<file path="src/rtl/seg_mem_pkg.sv">
package seg_mem_pkg;

    typedef enum logic [2:0] {
        ST_IDLE,
        ST_ISSUE1,
        ST_CAPT1,
        ST_ISSUE2,
        ST_CAPT2
    } acc_state_t;

    // how the bytes of one bus cycle are placed or gathered
    typedef enum logic [1:0] {
        LK_BYTE,
        LK_WORD,
        LK_SPLIT_LO,
        LK_SPLIT_HI
    } lane_kind_t;

endpackage

</file>
<file path="src/rtl/seg_addr_gen.sv">
module seg_addr_gen #(
    parameter int SEG_W  = 16,
    parameter int OFF_W  = 16,
    parameter int SHIFT  = 4,
    parameter int ADDR_W = SEG_W + SHIFT
) (
    input  logic [SEG_W-1:0]  seg_i,
    input  logic [OFF_W-1:0]  off_i,
    output logic [ADDR_W-1:0] phys_o
);
    logic [ADDR_W-1:0] seg_ext;
    logic [ADDR_W-1:0] off_ext;

    always_comb begin
        seg_ext = ADDR_W'(seg_i) << SHIFT;
        off_ext = ADDR_W'(off_i);
        phys_o  = seg_ext + off_ext;   // carry out of the top bit is dropped
    end
endmodule

</file>
<file path="src/rtl/lane_wr_steer.sv">
module lane_wr_steer
    import seg_mem_pkg::*;
#(
    parameter int LANE_W = 8
) (
    input  lane_kind_t          kind_i,
    input  logic [2*LANE_W-1:0] data_i,
    output logic [2*LANE_W-1:0] bus_o
);
    logic [LANE_W-1:0] lo_b;
    logic [LANE_W-1:0] hi_b;

    always_comb begin
        lo_b = data_i[LANE_W-1:0];
        hi_b = data_i[2*LANE_W-1:LANE_W];
        unique case (kind_i)
            LK_WORD:     bus_o = data_i;
            LK_SPLIT_HI: bus_o = {hi_b, hi_b};
            default:     bus_o = {lo_b, lo_b};   // byte or first half of split
        endcase
    end
endmodule

</file>
<file path="src/rtl/lane_rd_merge.sv">
module lane_rd_merge
    import seg_mem_pkg::*;
#(
    parameter int LANE_W = 8
) (
    input  lane_kind_t          kind_i,
    input  logic                odd_i,
    input  logic [2*LANE_W-1:0] bus_i,
    input  logic [LANE_W-1:0]   saved_lo_i,
    output logic [2*LANE_W-1:0] result_o
);
    logic [LANE_W-1:0] bus_lo;
    logic [LANE_W-1:0] bus_hi;

    always_comb begin
        bus_lo = bus_i[LANE_W-1:0];
        bus_hi = bus_i[2*LANE_W-1:LANE_W];
        unique case (kind_i)
            LK_WORD:     result_o = bus_i;
            LK_SPLIT_HI: result_o = {bus_lo, saved_lo_i};
            LK_BYTE:     result_o = {{LANE_W{1'b0}}, (odd_i ? bus_hi : bus_lo)};
            default:     result_o = '0;
        endcase
    end
endmodule

</file>
<file path="src/rtl/seg_mem_unit.sv">
module seg_mem_unit
    import seg_mem_pkg::*;
#(
    parameter int SEG_W  = 16,
    parameter int OFF_W  = 16,
    parameter int SHIFT  = 4,
    parameter int DATA_W = 16,
    localparam int ADDR_W = SEG_W + SHIFT,
    localparam int LANE_W = DATA_W / 2
) (
    input  logic              clk,
    input  logic              rst_n,
    input  logic              req_i,
    input  logic              we_i,
    input  logic              word_i,
    input  logic [SEG_W-1:0]  seg_i,
    input  logic [OFF_W-1:0]  off_i,
    input  logic [DATA_W-1:0] wdata_i,
    output logic [ADDR_W-1:0] bus_addr_o,
    output logic              bus_bhe_n_o,
    output logic [DATA_W-1:0] bus_wdata_o,
    output logic              bus_rd_o,
    output logic              bus_wr_o,
    input  logic [DATA_W-1:0] bus_rdata_i,
    output logic              done_o,
    output logic [DATA_W-1:0] rdata_o,
    output logic              busy_o
);

    typedef struct packed {
        acc_state_t        st;
        logic [ADDR_W-1:0] addr;
        logic              bhe_n;
        logic [DATA_W-1:0] bwd;
        logic              rd;
        logic              wr;
        logic              we;
        logic              word;
        logic              odd;
        logic [DATA_W-1:0] wd;
        logic [LANE_W-1:0] lo;
        logic [DATA_W-1:0] rdata;
        logic              done;
    } acc_regs_t;

    acc_regs_t         r_d;
    acc_regs_t         r_q;

    logic [ADDR_W-1:0] phys;
    lane_kind_t        wr_kind;
    logic [DATA_W-1:0] wr_src;
    logic [DATA_W-1:0] wr_lanes;
    lane_kind_t        rd_kind;
    logic [DATA_W-1:0] rd_result;
    logic              split_q;

    seg_addr_gen #(
        .SEG_W (SEG_W),
        .OFF_W (OFF_W),
        .SHIFT (SHIFT),
        .ADDR_W(ADDR_W)
    ) u_addr (
        .seg_i (seg_i),
        .off_i (off_i),
        .phys_o(phys)
    );

    lane_wr_steer #(.LANE_W(LANE_W)) u_wsteer (
        .kind_i(wr_kind),
        .data_i(wr_src),
        .bus_o (wr_lanes)
    );

    lane_rd_merge #(.LANE_W(LANE_W)) u_rmerge (
        .kind_i    (rd_kind),
        .odd_i     (r_q.odd),
        .bus_i     (bus_rdata_i),
        .saved_lo_i(r_q.lo),
        .result_o  (rd_result)
    );

    always_comb begin
        split_q = r_q.word && r_q.odd;

        // write lane placement: a fresh request in idle, else the second half of a split
        if (r_q.st == ST_IDLE) begin
            wr_src  = wdata_i;
            wr_kind = !word_i ? LK_BYTE : (phys[0] ? LK_SPLIT_LO : LK_WORD);
        end else begin
            wr_src  = r_q.wd;
            wr_kind = LK_SPLIT_HI;
        end

        rd_kind = !r_q.word ? LK_BYTE : (r_q.odd ? LK_SPLIT_HI : LK_WORD);

        r_d      = r_q;
        r_d.rd   = 1'b0;
        r_d.wr   = 1'b0;
        r_d.done = 1'b0;

        unique case (r_q.st)
            ST_IDLE: begin
                if (req_i) begin
                    r_d.addr  = phys;
                    r_d.odd   = phys[0];
                    r_d.we    = we_i;
                    r_d.word  = word_i;
                    r_d.wd    = wdata_i;
                    r_d.bhe_n = !(word_i || phys[0]);
                    r_d.bwd   = wr_lanes;
                    r_d.rd    = !we_i;
                    r_d.wr    = we_i;
                    r_d.st    = ST_ISSUE1;
                end
            end
            ST_ISSUE1: r_d.st = ST_CAPT1;
            ST_CAPT1: begin
                if (split_q) begin
                    r_d.lo    = bus_rdata_i[DATA_W-1:LANE_W];
                    r_d.addr  = r_q.addr + ADDR_W'(1);
                    r_d.bhe_n = 1'b1;
                    r_d.bwd   = wr_lanes;
                    r_d.rd    = !r_q.we;
                    r_d.wr    = r_q.we;
                    r_d.st    = ST_ISSUE2;
                end else begin
                    r_d.rdata = r_q.we ? '0 : rd_result;
                    r_d.done  = 1'b1;
                    r_d.st    = ST_IDLE;
                end
            end
            ST_ISSUE2: r_d.st = ST_CAPT2;
            ST_CAPT2: begin
                r_d.rdata = r_q.we ? '0 : rd_result;
                r_d.done  = 1'b1;
                r_d.st    = ST_IDLE;
            end
            default: r_d.st = ST_IDLE;
        endcase
    end

    always_ff @(posedge clk) begin
        if (!rst_n) begin
            r_q       <= '0;
            r_q.st    <= ST_IDLE;
            r_q.bhe_n <= 1'b1;
        end else begin
            r_q <= r_d;
        end
    end

    assign bus_addr_o  = r_q.addr;
    assign bus_bhe_n_o = r_q.bhe_n;
    assign bus_wdata_o = r_q.bwd;
    assign bus_rd_o    = r_q.rd;
    assign bus_wr_o    = r_q.wr;
    assign done_o      = r_q.done;
    assign rdata_o     = r_q.rdata;
    assign busy_o      = (r_q.st != ST_IDLE);

endmodule

</file>
<file path="config.mk">
export PLATFORM = sky130hd
export DESIGN_NAME = seg_mem_unit
export DESIGN_NICKNAME = d
export VERILOG_FILES = /design/src/rtl/seg_mem_pkg.sv /design/src/rtl/seg_addr_gen.sv /design/src/rtl/lane_wr_steer.sv /design/src/rtl/lane_rd_merge.sv /design/src/rtl/seg_mem_unit.sv
export SDC_FILE = /design/constraint.sdc
export NUM_CORES = 1
export LEC_CHECK = 0
export BUFFER_PORTS_ARGS = -buffer_cell sky130_fd_sc_hd__buf_2
export CAP_MARGIN = 20
export CORE_ASPECT_RATIO = 1.1
export CORE_UTILIZATION = 24
export DETAILED_ROUTE_END_ITERATION = 8
export GPL_TIMING_DRIVEN = 0
export SYNTH_ARGS = -nofsm -noshare
export SYNTH_HDL_FRONTEND = slang
export SYNTH_SLANG_ARGS = --single-unit
</file>
<file path="constraint.sdc">
create_clock -name clk -period 2.75 [get_ports clk]
set_clock_uncertainty 0.1 [all_clocks]
set_input_delay 0.55 -clock clk [delete_from_list [all_inputs] [get_ports clk]]
set_output_delay 0.55 -clock clk [all_outputs]
set_load 0.05 [all_outputs]
</file>
==> results.md, run 1 <==
* IO buf count at ~120
* Synth Net Count at around 680
* Vias in the first global route at about 4,400
* DR pass1 iterations at 5
* Initial Util at 0.248
* Final WS setup at about 0.23 ns
* Status: finished clean
* Crit path DAT at 2.64 ns
* Met2 Usage GRT at 0.256
* Reg2reg setup slack at roughly 0.23 ns
* Most used DFF post-synth: dfxtp_1
* Syn. warnings at 0
* Final ANT Viol Nets at 0
* Share of the synthesized area in the top cell type at 0.339
* Post-route cell area at 5830 um^2
* Fin util at 0.313
* Clk sinks at a little under 80
* Fraction of layout cells with a size suffix above 1 at 0.284
* Post-synth cell types at between 50 and 60
* Grt peak-use layer: met2
* Post-CTS setup buffer count at 0
* CTS Buffer Depth at 2
* FF-to-FF Start: r_q[41]$_SDFFE_PN0P_
* GR Overflow Total at 0
* Floorplan row count at 52
* Crit path kind: reg -> reg
* Slew HR at 0.497
* Placed instance area at between 5000 and 6000 um^2
* Via count at between 4,000 and 5,000
* Fmax at between 300 and 400 MHz
* Via density at 4.67
* Reg2reg end: rdata_o[6]$_SDFFE_PN0P_
* Crit path capture type: register
* Most common cell in the netlist: nand2_1
* Pwr/cell area at 550 nW/um^2
* Root Driver: clkbuf_16
* Number of synthesized flops with an enable pin at 0
* Endpoints failing setup at 0
* Starting DRC count in detailed routing at 314
* # IOs at 126
* WL final at 14,700 um
* Min-Delay Path Depth at 2
* Hold Crit Class: reg -> reg
* Die Area at 19,800 um^2
* Ys async rst share at 0
* H-tree depth at 3
* Post-Place Setup Slack at -0.0976 ns
* Mapped Area at about 4600 um^2
* Peak VDD IR at about 0.00032 V
* Hold_sp: bus_wdata_o[14]$_SDFFE_PN0P_
* Cts bufs inserted at 9
* Slew Viols, Final at 0
* M3 GR Usage at 0.0264
* Synth cell count leaders: nand2_1 (93), dfxtp_1 (78), a21oi_1 (68)
* Leakage at approximately 2.5 nW
* Die Width at between 100 and 150 um
* Synth top area cells: dfxtp_1 (34%), buf_4 (8.6%), nand2_1 (7.6%), a21oi_1 (7.4%), mux2i_1 (5.6%)
* Setup crit start kind: register
* Worst Hold Path EP: bus_wdata_o[14]$_SDFFE_PN0P_
* Period utilisation layout at 0.916
* Nets at around 800
* Yosys reg bits at between 70 and 80
* Min Tclk post-route at roughly 2.5 ns
* Initial antenna violation count at 1
* Worst-Skew Late Latency at 0.34 ns
* Tot Pwr at about 3.2 mW
* Post-Syn Area per Cell at about 7.8 um^2
* First-pass GRT wire length at between 20,000 and 25,000 um
* CP Data Required Time at around 2.9 ns
* Worst-margin pin slew at between 0.7 and 0.8 ns
* Hpwl dp at ~11,000 um
* Seq/Total Area, Yosys at 0.339
* Clock slew at reported path FFs at approximately 0.070 ns
* Depth of the worst register-to-register path at 9
* DRC at 0
* Fin Setup TNS at 0 ns
* MaxCap Viol Count at 0
* RSZ-0062 raised after global routing: no
* Core footprint at 18,600 um^2
* Grt met1 use at 0.199
* Cells after Synth at about 590
* Final hold vios at 0
* Die height at between 100 and 150 um
* Routed len/inst at 15.1 um
* Largest net degree at the start of global routing at 16
* Post-synth top area cell: dfxtp_1
* Crit-path max FO at 10
* Final Wtd Congestion at roughly 0.8
* TritonCTS clock tree: yes
* Synth-to-layout area growth at 26.4%
* Gr usage total at 0.152
==> worst max-delay path, cell delays in order (launching register included) <==
cell	delay, ns
dfxtp_1	0.30
buf_2	0.19
and2_1	0.15
clkbuf_1	0.33
nor3b_1	0.10
o21bai_1	0.43
clkbuf_1	0.43
a2111oi_0	0.15
a21oi_1	0.16
nor2_1	0.05
==> flip-flops by register name (all words and copies together) (netlist names) <==
name,flops
r_q,22
bus_addr_o,20
bus_bhe_n_o,1
bus_wr_o,1
rdata_o,16
bus_rd_o,1
bus_wdata_o,16
done_o,1
==> cell families after synthesis <==
logic type | count (synthesis) | share of synthesized area
AOI/OAI and AO/OA | 141 | 0.186
xor gates and xnor gates | 13 | 0.0247
adders and majority gates | 14 | 0.0396
buffers and inverters | 97 | 0.123
DFF | 78 | 0.339
muxes | 30 | 0.0662
and+or+nand+nor | 219 | 0.222
==> cell type report <==
cell class | count | area, um^2
antenna | 1 | 2.50
sequential | 78 | 1560
fill | 2049 | 12800
buffer | 91 | 546
clock buffer | 9 | 225
clock inverter | 7 | 57.6
timing repair buffer | 124 | 621
multi-input combinational | 417 | 2490
inverter | 6 | 22.5
tap | 243 | 304
==> through the flow <==
| stage | hold WS [ns] | std cells |
|---|---|---|
| after floorplan | 0.332 | 592 |
| after global placement | 0.343 | 959 |
| after detailed placement | 0.345 | 959 |
| after CTS | 0.353 | 975 |
| after global routing | 0.372 | 976 |
| final | 0.350 | 976 |
==> routing by layer <==
layer / vias to the layer above / wire length [um] / part of all wire
li1: 2322 / - / -
met1: 2088 / 6740 / 0.46
met2: 134 / 6960 / 0.47
met3: 16 / 774 / 0.053
met4: 0 / 226 / 0.015
met5: - / 0 / 0
==> report_power, final <==
| group | switching (mW) | total [mW] | internal [mW] |
|---|---|---|---|
| sequential | 0.0609 | 1.26 | 1.20 |
| combinational | 0.525 | 0.811 | 0.287 |
| clock | 0.518 | 1.14 | 0.622 |
==> cells in the final DEF (no fill, tap or decap), drive strengths merged, types with 3 or more instances in the layout <==
| master | Yosys | routed |
|---|---|---|
| nor4 | 3 | 3 |
| o21ai | 16 | 16 |
| nand2 | 93 | 93 |
| xor2 | 5 | 5 |
| and2 | 4 | 4 |
| clkbuf | 35 | 44 |
| inv | 6 | 8 |
| nor3 | 19 | 19 |
| and4 | 4 | 4 |
| ha | 13 | 13 |
| o21a | 4 | 4 |
| a2111oi | 9 | 9 |
| mux2i | 26 | 26 |
| nor2 | 48 | 48 |
| nor2b | 5 | 5 |
| o22ai | 3 | 3 |
| o211ai | 12 | 12 |
| a31oi | 9 | 9 |
| dfxtp | 78 | 78 |
| nand4 | 17 | 17 |
| buf | 56 | 180 |
| mux2 | 4 | 4 |
| a21o | 3 | 3 |
| clkinv | 0 | 3 |
| and3 | 5 | 5 |
| a21oi | 68 | 68 |
| xnor2 | 8 | 8 |
| a211oi | 8 | 8 |
| nand3 | 12 | 12 |
==> worst max-delay path by stage <==
stage,cells past startpoint,slack (ns),startpoint,end
floorplan,7,0.37,seg_i[6],bus_addr_o[19]$_SDFFE_PN0P_
global placement,8,-0.14,seg_i[6],bus_addr_o[19]$_SDFFE_PN0P_
detailed placement,8,-0.1,seg_i[6],bus_addr_o[19]$_SDFFE_PN0P_
CTS,5,0.08,r_q[83]$_SDFFE_PN0P_,busy_o
global route,9,0.04,r_q[41]$_SDFFE_PN0P_,rdata_o[5]$_SDFFE_PN0P_
finish,9,0.23,r_q[41]$_SDFFE_PN0P_,rdata_o[6]$_SDFFE_PN0P_
==> what timing repair did <==
item,CTS,global route
setup endpoints to repair,0,2
resized for setup,0,3
hold buffers,0,0
Power figures use the tool's default switching activity.
==> run 2, diff against run 1 <==
Settings changed: CORE_UTILIZATION 24 to 53, PLACE_DENSITY from default to 0.81.
==> run 2 against run 1 <==
Compared with the run above: global-route usage up 13 points; sequential share of layout area is 1.5 points higher; core utilization grew 34 points; critical endpoint is now busy_o; die area decreased by 54%; total power decreased by 13%; hold slack improved by 0.0030 ns; non-clock buffer count is the same; clock power down 36%; sequential power is essentially flat; combinational power fell by 2%.
==> results.md, run 2 (synthesis gave the netlist of run 1 again) <==
* MaxCap Viol Count at 0
* Crit-path max FO at 10
* Hold Crit Class: reg -> reg
* FILL cells at 749
* Max FFs per register at 22
* Final hold vios at 0
* Hold_sp: bus_wdata_o[15]$_SDFFE_PN0P_
* Slew HR at 0.532
* Seq. cell area at ~1600 um^2
* Synth-to-layout area growth at 19.9%
* Nets at 810
* Fin util at 0.657
* CP cell instances: nor3_1 -> buf_2 -> clkbuf_2 -> inv_1 -> buf_2
* Via count at approximately 4,800
* Commonest non-fill, non-tap cell in the layout: buf_2
* Crit path capture type: output port
* Fraction of layout cells with a size suffix above 1 at 0.278
* Slew Viols, Final at 0
* Worst Hold Path EP: bus_wdata_o[15]$_SDFFE_PN0P_
* Period utilisation layout at 0.917
* Min Tclk post-route at roughly 2.5 ns
* WL final at 12,700 um
* Grt met1 use at 0.328
* Status: finished clean
* Post-CTS setup buffer count at 0
* Core footprint at 8410 um^2
* Root Driver: clkbuf_8
* Hpwl dp at approximately 9500 um
* Leakage at about 2.4 nW
* Floorplan row count at 35
* Depth of the worst register-to-register path at 9
* CP peak stage delay at about 0.36 ns
* Commonest non-fill, non-tap cells in the layout: buf_2 (126), nand2_1 (93), dfxtp_1 (78), a21oi_1 (68), buf_4 (53)
* Die Area at between 9000 and 10,000 um^2
* Worst-margin pin slew at 0.700 ns
* Reg2reg end: rdata_o[6]$_SDFFE_PN0P_
* DRC at 0
* Starting DRC count in detailed routing at 333
* Routed len/inst at approximately 15 um
* Clock slew at reported path FFs at roughly 0.070 ns
* First-pass GRT wire length at approximately 21,000 um
* Endpoints failing setup at 0
* M3 GR Usage at 0.0364
* Die Width at approximately 91 um
* Reg2reg setup slack at between 0.2 and 0.3 ns
* Initial antenna violation count at 0
* Antenna Cells at 0
* Die height at 99.8 um
* Post-route cell area at roughly 5500 um^2
* Critical path's top delay family: buffers and inverters
* FF-to-FF Start: r_q[41]$_SDFFE_PN0P_
* DR pass1 iterations at 6
* Fmax at ~400 MHz
* Biggest register: r_q
* Pwr/cell area at just over 500 nW/um^2
* Peak VDD IR at 0.000241 V
* Grt peak-use layer: met2
* GR Overflow Total at 0
* Min-Delay Path Depth at 2
* Footprint of the multi-input gates at between 2000 and 2500 um^2
* Vias in the first global route at approximately 4,500
* Setup crit start kind: register
* Final ANT Viol Nets at 0
* # IOs at approximately 130
* TritonCTS clock tree: yes
* Cts bufs inserted at 9
* Crit-path slowest cell: dfxtp_1
* Crit path DAT at 1.87 ns
* Placed instance area at between 5000 and 6000 um^2
* Gr usage total at 0.280
* Initial Util at 0.549
* CTS Buffer Depth at 2
* Via density at around 5.7
* CP bufs+invs at 4
* Met2 Usage GRT at 0.510
* Worst-Skew Late Latency at 0.34 ns
* IO buf count at 124
* RSZ-0062 raised after global routing: no
* Most frequent CP cell: buf_2
* Clk sinks at 78
* H-tree depth at 3
* Final Wtd Congestion at about 0.92
* CP Data Required Time at roughly 2.1 ns
* Crit path kind: reg -> out
* Largest net degree at the start of global routing at 12
-- run 2: changes by cell type in the layout (fill, tap and decap cells not counted) --
cell,before,now
clkbuf_1,33,35
inv_6,1,0
clkinv_4,2,0
a211oi_2,2,1
inv_8,1,0
clkbuf_16,9,0
diode_2,1,0
clkbuf_8,0,10
clkinvlp_4,2,0
clkinv_2,1,2
a211oi_1,6,7
-- run 2: worst max-delay path by stage --
stage / start / slack [ns] / depth (start not counted) / end
5_1_grt: seg_i[6] / 0.09 / 8 / bus_addr_o[19]$_SDFFE_PN0P_
2_1_floorplan: seg_i[6] / 0.37 / 7 / bus_addr_o[19]$_SDFFE_PN0P_
4_1_cts: r_q[83]$_SDFFE_PN0P_ / 0.11 / 5 / busy_o
6_report: r_q[83]$_SDFFE_PN0P_ / 0.23 / 5 / busy_o
3_5_place_dp: seg_i[6] / -0.08 / 8 / bus_addr_o[19]$_SDFFE_PN0P_
3_3_place_gp: seg_i[6] / -0.05 / 8 / bus_addr_o[19]$_SDFFE_PN0P_
-- run 2: worst min-delay path: stages, from the launching register on --
cell and delay (ns):
dfxtp_1 0.31, nand2_1 0.05, a21oi_1 0.05
-- run 2: layer usage --
layer  vias to the layer above  share of wire  routed length [um]
met1                      2206           0.41                5240
met4                         0          0.027                 346
met5                         -              0                   0
met3                        39          0.058                 741
li1                       2312              -                   -
met2                       211           0.50                6380
-- run 2: where the power goes --
group          internal, mW  switching (mW)
sequential             1.19          0.0623
clock                 0.340           0.390
combinational         0.285           0.509
total                  1.82           0.962
-- run 2: final cells by class --
cell class              instances  area share
multi-input cells             417       0.449
well taps                     111      0.0251
flip-flops and latches         78       0.282
repair buffers                124       0.112
clock inverters                 2     0.00181
clock buffers                  12      0.0263
plain buffers                  91      0.0987
inverters                       6     0.00407
-- run 2: what timing repair did --
| item | 4_1_cts | 5_1_grt |
|---|---|---|
| resized for setup | 0 | 2 |
| hold buffers | 0 | 0 |
| endpoints found under the setup margin | 0 | 1 |
-- run 2: per-stage QoR --
step / cells / hold slack [ns] / worst slack, ns / setup TNS (ns) / power (mW)
after detailed placement: 827 / 0.347 / -0.0844 / -0.122 / 2.07
after global routing: 841 / 0.350 / 0.0941 / 0 / 2.90
after floorplan: 592 / 0.332 / 0.367 / 0 / 1.85
after global placement: 827 / 0.342 / -0.0548 / -0.0548 / 2.05
final: 841 / 0.353 / 0.227 / 0 / 2.78
after CTS: 841 / 0.354 / 0.107 / 0 / 2.78
==> run 3, diff against run 2 <==
Settings changed: ABC_AREA from default to 1, CORE_UTILIZATION 53 to 54.
==> run 3 against run 2 <==
Compared with the run above: core utilization grew 1.1 points; die area grew 6.1%; non-clock buffer count shrank 8; fmax grew 14%; highest routed layer unchanged; total power grew 7.3%; routed wire length grew 13%; setup slack gained 0.32 ns; critical path depth shrank 1; clock power grew 24%; largest power group unchanged.
==> results.md, run 3 <==
* M3 GR Usage at 0.0516
* Commonest non-fill, non-tap cells in the layout: nand2_1 (179), buf_2 (135), a21oi_1 (94), inv_1 (90), dfxtp_1 (78)
* Slew HR at 0.567
* H-tree depth at 3
* Slew Viols, Final at 0
* Initial Util at 0.560
* Antenna Cells at 0
* Leakage at between 2 and 3 nW
* Post-CTS setup buffer count at 0
* Starting DRC count in detailed routing at 302
* Final ANT Viol Nets at 0
* CP cell instances: nor2_2 -> nand2_2 -> buf_2 -> buf_2
* Die height at 103 um
* Min Tclk post-route at roughly 2.2 ns
* Synth cell count leaders: nand2_1 (179), a21oi_1 (94), inv_1 (90)
* Hold_sp: wdata_i[13]
* Seq/Total Area, Yosys at 0.313
* Synth Net Count at 850
* Share of the synthesized area in the top cell type at 0.313
* Ys async rst share at 0
* Reg2reg setup slack at roughly 0.80 ns
* Crit-path slowest cell: dfxtp_1
* Fraction of layout cells with a size suffix above 1 at 0.252
* DR pass1 iterations at 5
* Fmax at roughly 450 MHz
* First-pass GRT wire length at between 20,000 and 25,000 um
* Critical path's top delay family: buffers and inverters
* IO buf count at approximately 130
* Synth-to-layout area growth at 19.5%
* Post-route cell area at 5960 um^2
* Worst-Skew Late Latency at about 0.36 ns
* Cells after Synth at approximately 770
* RSZ-0062 raised after global routing: no
* Crit-path max FO at 10
* Final WS setup at approximately 0.54 ns
* CTS Buffer Depth at 2
* Tot Pwr at 2.99 mW
* Final hold vios at 0
* Initial antenna violation count at 0
* Fin util at 0.669
* WL final at ~14,000 um
* Root Driver: clkbuf_8
* Status: finished clean
* Setup crit start kind: register
* Grt met1 use at 0.345
* Synth top area cells: dfxtp_1 (31%), nand2_1 (13%), a21oi_1 (9.4%), buf_4 (8.4%), inv_1 (6.8%)
* CP bufs+invs at 2
* Crit path kind: reg -> out
* Crit path DAT at approximately 1.6 ns
* Core footprint at 8920 um^2
* Most frequent CP cell: buf_2
* Mapped Area at roughly 5000 um^2
* Routed len/inst at about 14 um
* Most used DFF post-synth: dfxtp_1
* Via density at between 5 and 6
* Endpoints failing setup at 0
* Final Wtd Congestion at about 0.93
* Gr usage total at 0.300
* Yosys reg bits at 78
* Crit path capture type: output port
* Reg2reg end: bus_addr_o[16]$_SDFFE_PN0P_
* Die Area at 9630 um^2
* Syn. warnings at 0
* Grt peak-use layer: met2
* Post-Place Setup Slack at 0.535 ns
* Nets at roughly 990
* Die Width at between 90 and 100 um
* Setup crit start: r_q[84]$_SDFFE_PN0P_
* Hpwl dp at about 11,000 um
* CP peak stage delay at just over 0.4 ns
* Post-synth cell types at 33
* Pwr/cell area at around 500 nW/um^2
* TritonCTS clock tree: yes
* Most common cell in the netlist: nand2_1
* FF-to-FF Start: bus_addr_o[0]$_SDFFE_PN0P_
* Number of synthesized flops with an enable pin at 0
* Biggest register: r_q
* # IOs at 126
* Post-synth top area cell: dfxtp_1
* Commonest non-fill, non-tap cell in the layout: nand2_1
* Hold Crit Class: in -> reg
* Clock slew at reported path FFs at about 0.09 ns
* # hold bufs at CTS at 0
* Stages on the worst setup path at 4
* Period utilisation layout at 0.802
* Worst-margin pin slew at 0.650 ns
* Cts bufs inserted at 9
* Peak VDD IR at a little over 0.0003 V
* Placed instance area at 5760 um^2
* Largest net degree at the start of global routing at 15
* Floorplan row count at 36
* DRC at 0
* CP Data Required Time at between 2 and 2.5 ns
* Max FFs per register at 22
* Met2 Usage GRT at 0.542
* Via count at between 5,000 and 6,000
* Vias in the first global route at 4,994
* Post-Syn Area per Cell at between 6 and 7 um^2
* GR Overflow Total at 0
* Clk sinks at 78
* Resized Gates After CTS at 0
* MaxCap Viol Count at 0
* Fin Setup TNS at 0 ns
* Depth of the worst register-to-register path at 11
* Crit path capture: busy_o
## run 3: changes by cell type in the layout (fill, tap and decap cells not counted), moves of 14 or more
cell and change:
nor3_1 -16, nand3_1 +35, a21oi_1 +26, o21ai_0 +45
mux2i_1 -26, clkbuf_1 -21, nand4_1 -14, inv_1 +84
nand2_1 +86
## run 3: layer usage
metal	share of wire	up-vias	routed length [um]
met1	0.42	2413	6050
met3	0.059	42	844
li1	-	2722	-
met2	0.49	205	7030
met4	0.031	0	452
met5	0	-	0
## run 3: tightest hold or removal path, cell delays in order
cell    delay, ns
buf_2        0.09
nor2_1       0.04
nor2_1       0.08
## run 3: power breakdown
part	internal, mW	switching [mW]	leakage [nW]
logic	0.283	0.549	2.17
registers	1.20	0.0556	0.638
clock network	0.455	0.449	0.101
## run 3: logic make-up after synthesis
| family | after synthesis | share of synthesized area |
|---|---|---|
| AND/OR/NAND/NOR | 308 | 0.261 |
| AO/OA/AOI/OAI | 191 | 0.208 |
| buffers and inverters | 176 | 0.181 |
| flip-flops | 78 | 0.313 |
| adder cells (fa/ha/maj) | 14 | 0.0366 |
## run 3: worst min path at each step
stage / to / slack, ns / depth (start not counted)
2_1_floorplan: r_q[17]$_SDFFE_PN0P_ / 0.32 / 2
3_3_place_gp: r_q[22]$_SDFFE_PN0P_ / 0.33 / 2
3_5_place_dp: r_q[23]$_SDFFE_PN0P_ / 0.34 / 2
4_1_cts: r_q[38]$_SDFFE_PN0P_ / 0.33 / 3
5_1_grt: r_q[38]$_SDFFE_PN0P_ / 0.36 / 3
6_report: r_q[38]$_SDFFE_PN0P_ / 0.35 / 3
## run 3: final cells by class
class	instances	area [um^2]
buffer	82	553
clock buffer	11	141
clock inverter	5	63.8
fill	858	2950
inverter	94	353
multi-input combinational	513	2520
sequential	78	1560
tap	114	143
timing repair buffer	125	626
## run 3: per-stage QoR
step | hold WS [ns] | instances
after global placement | 0.333 | 1006
after global routing | 0.364 | 1022
after CTS | 0.331 | 1022
after detailed placement | 0.342 | 1006
final | 0.346 | 1022
after floorplan | 0.324 | 767
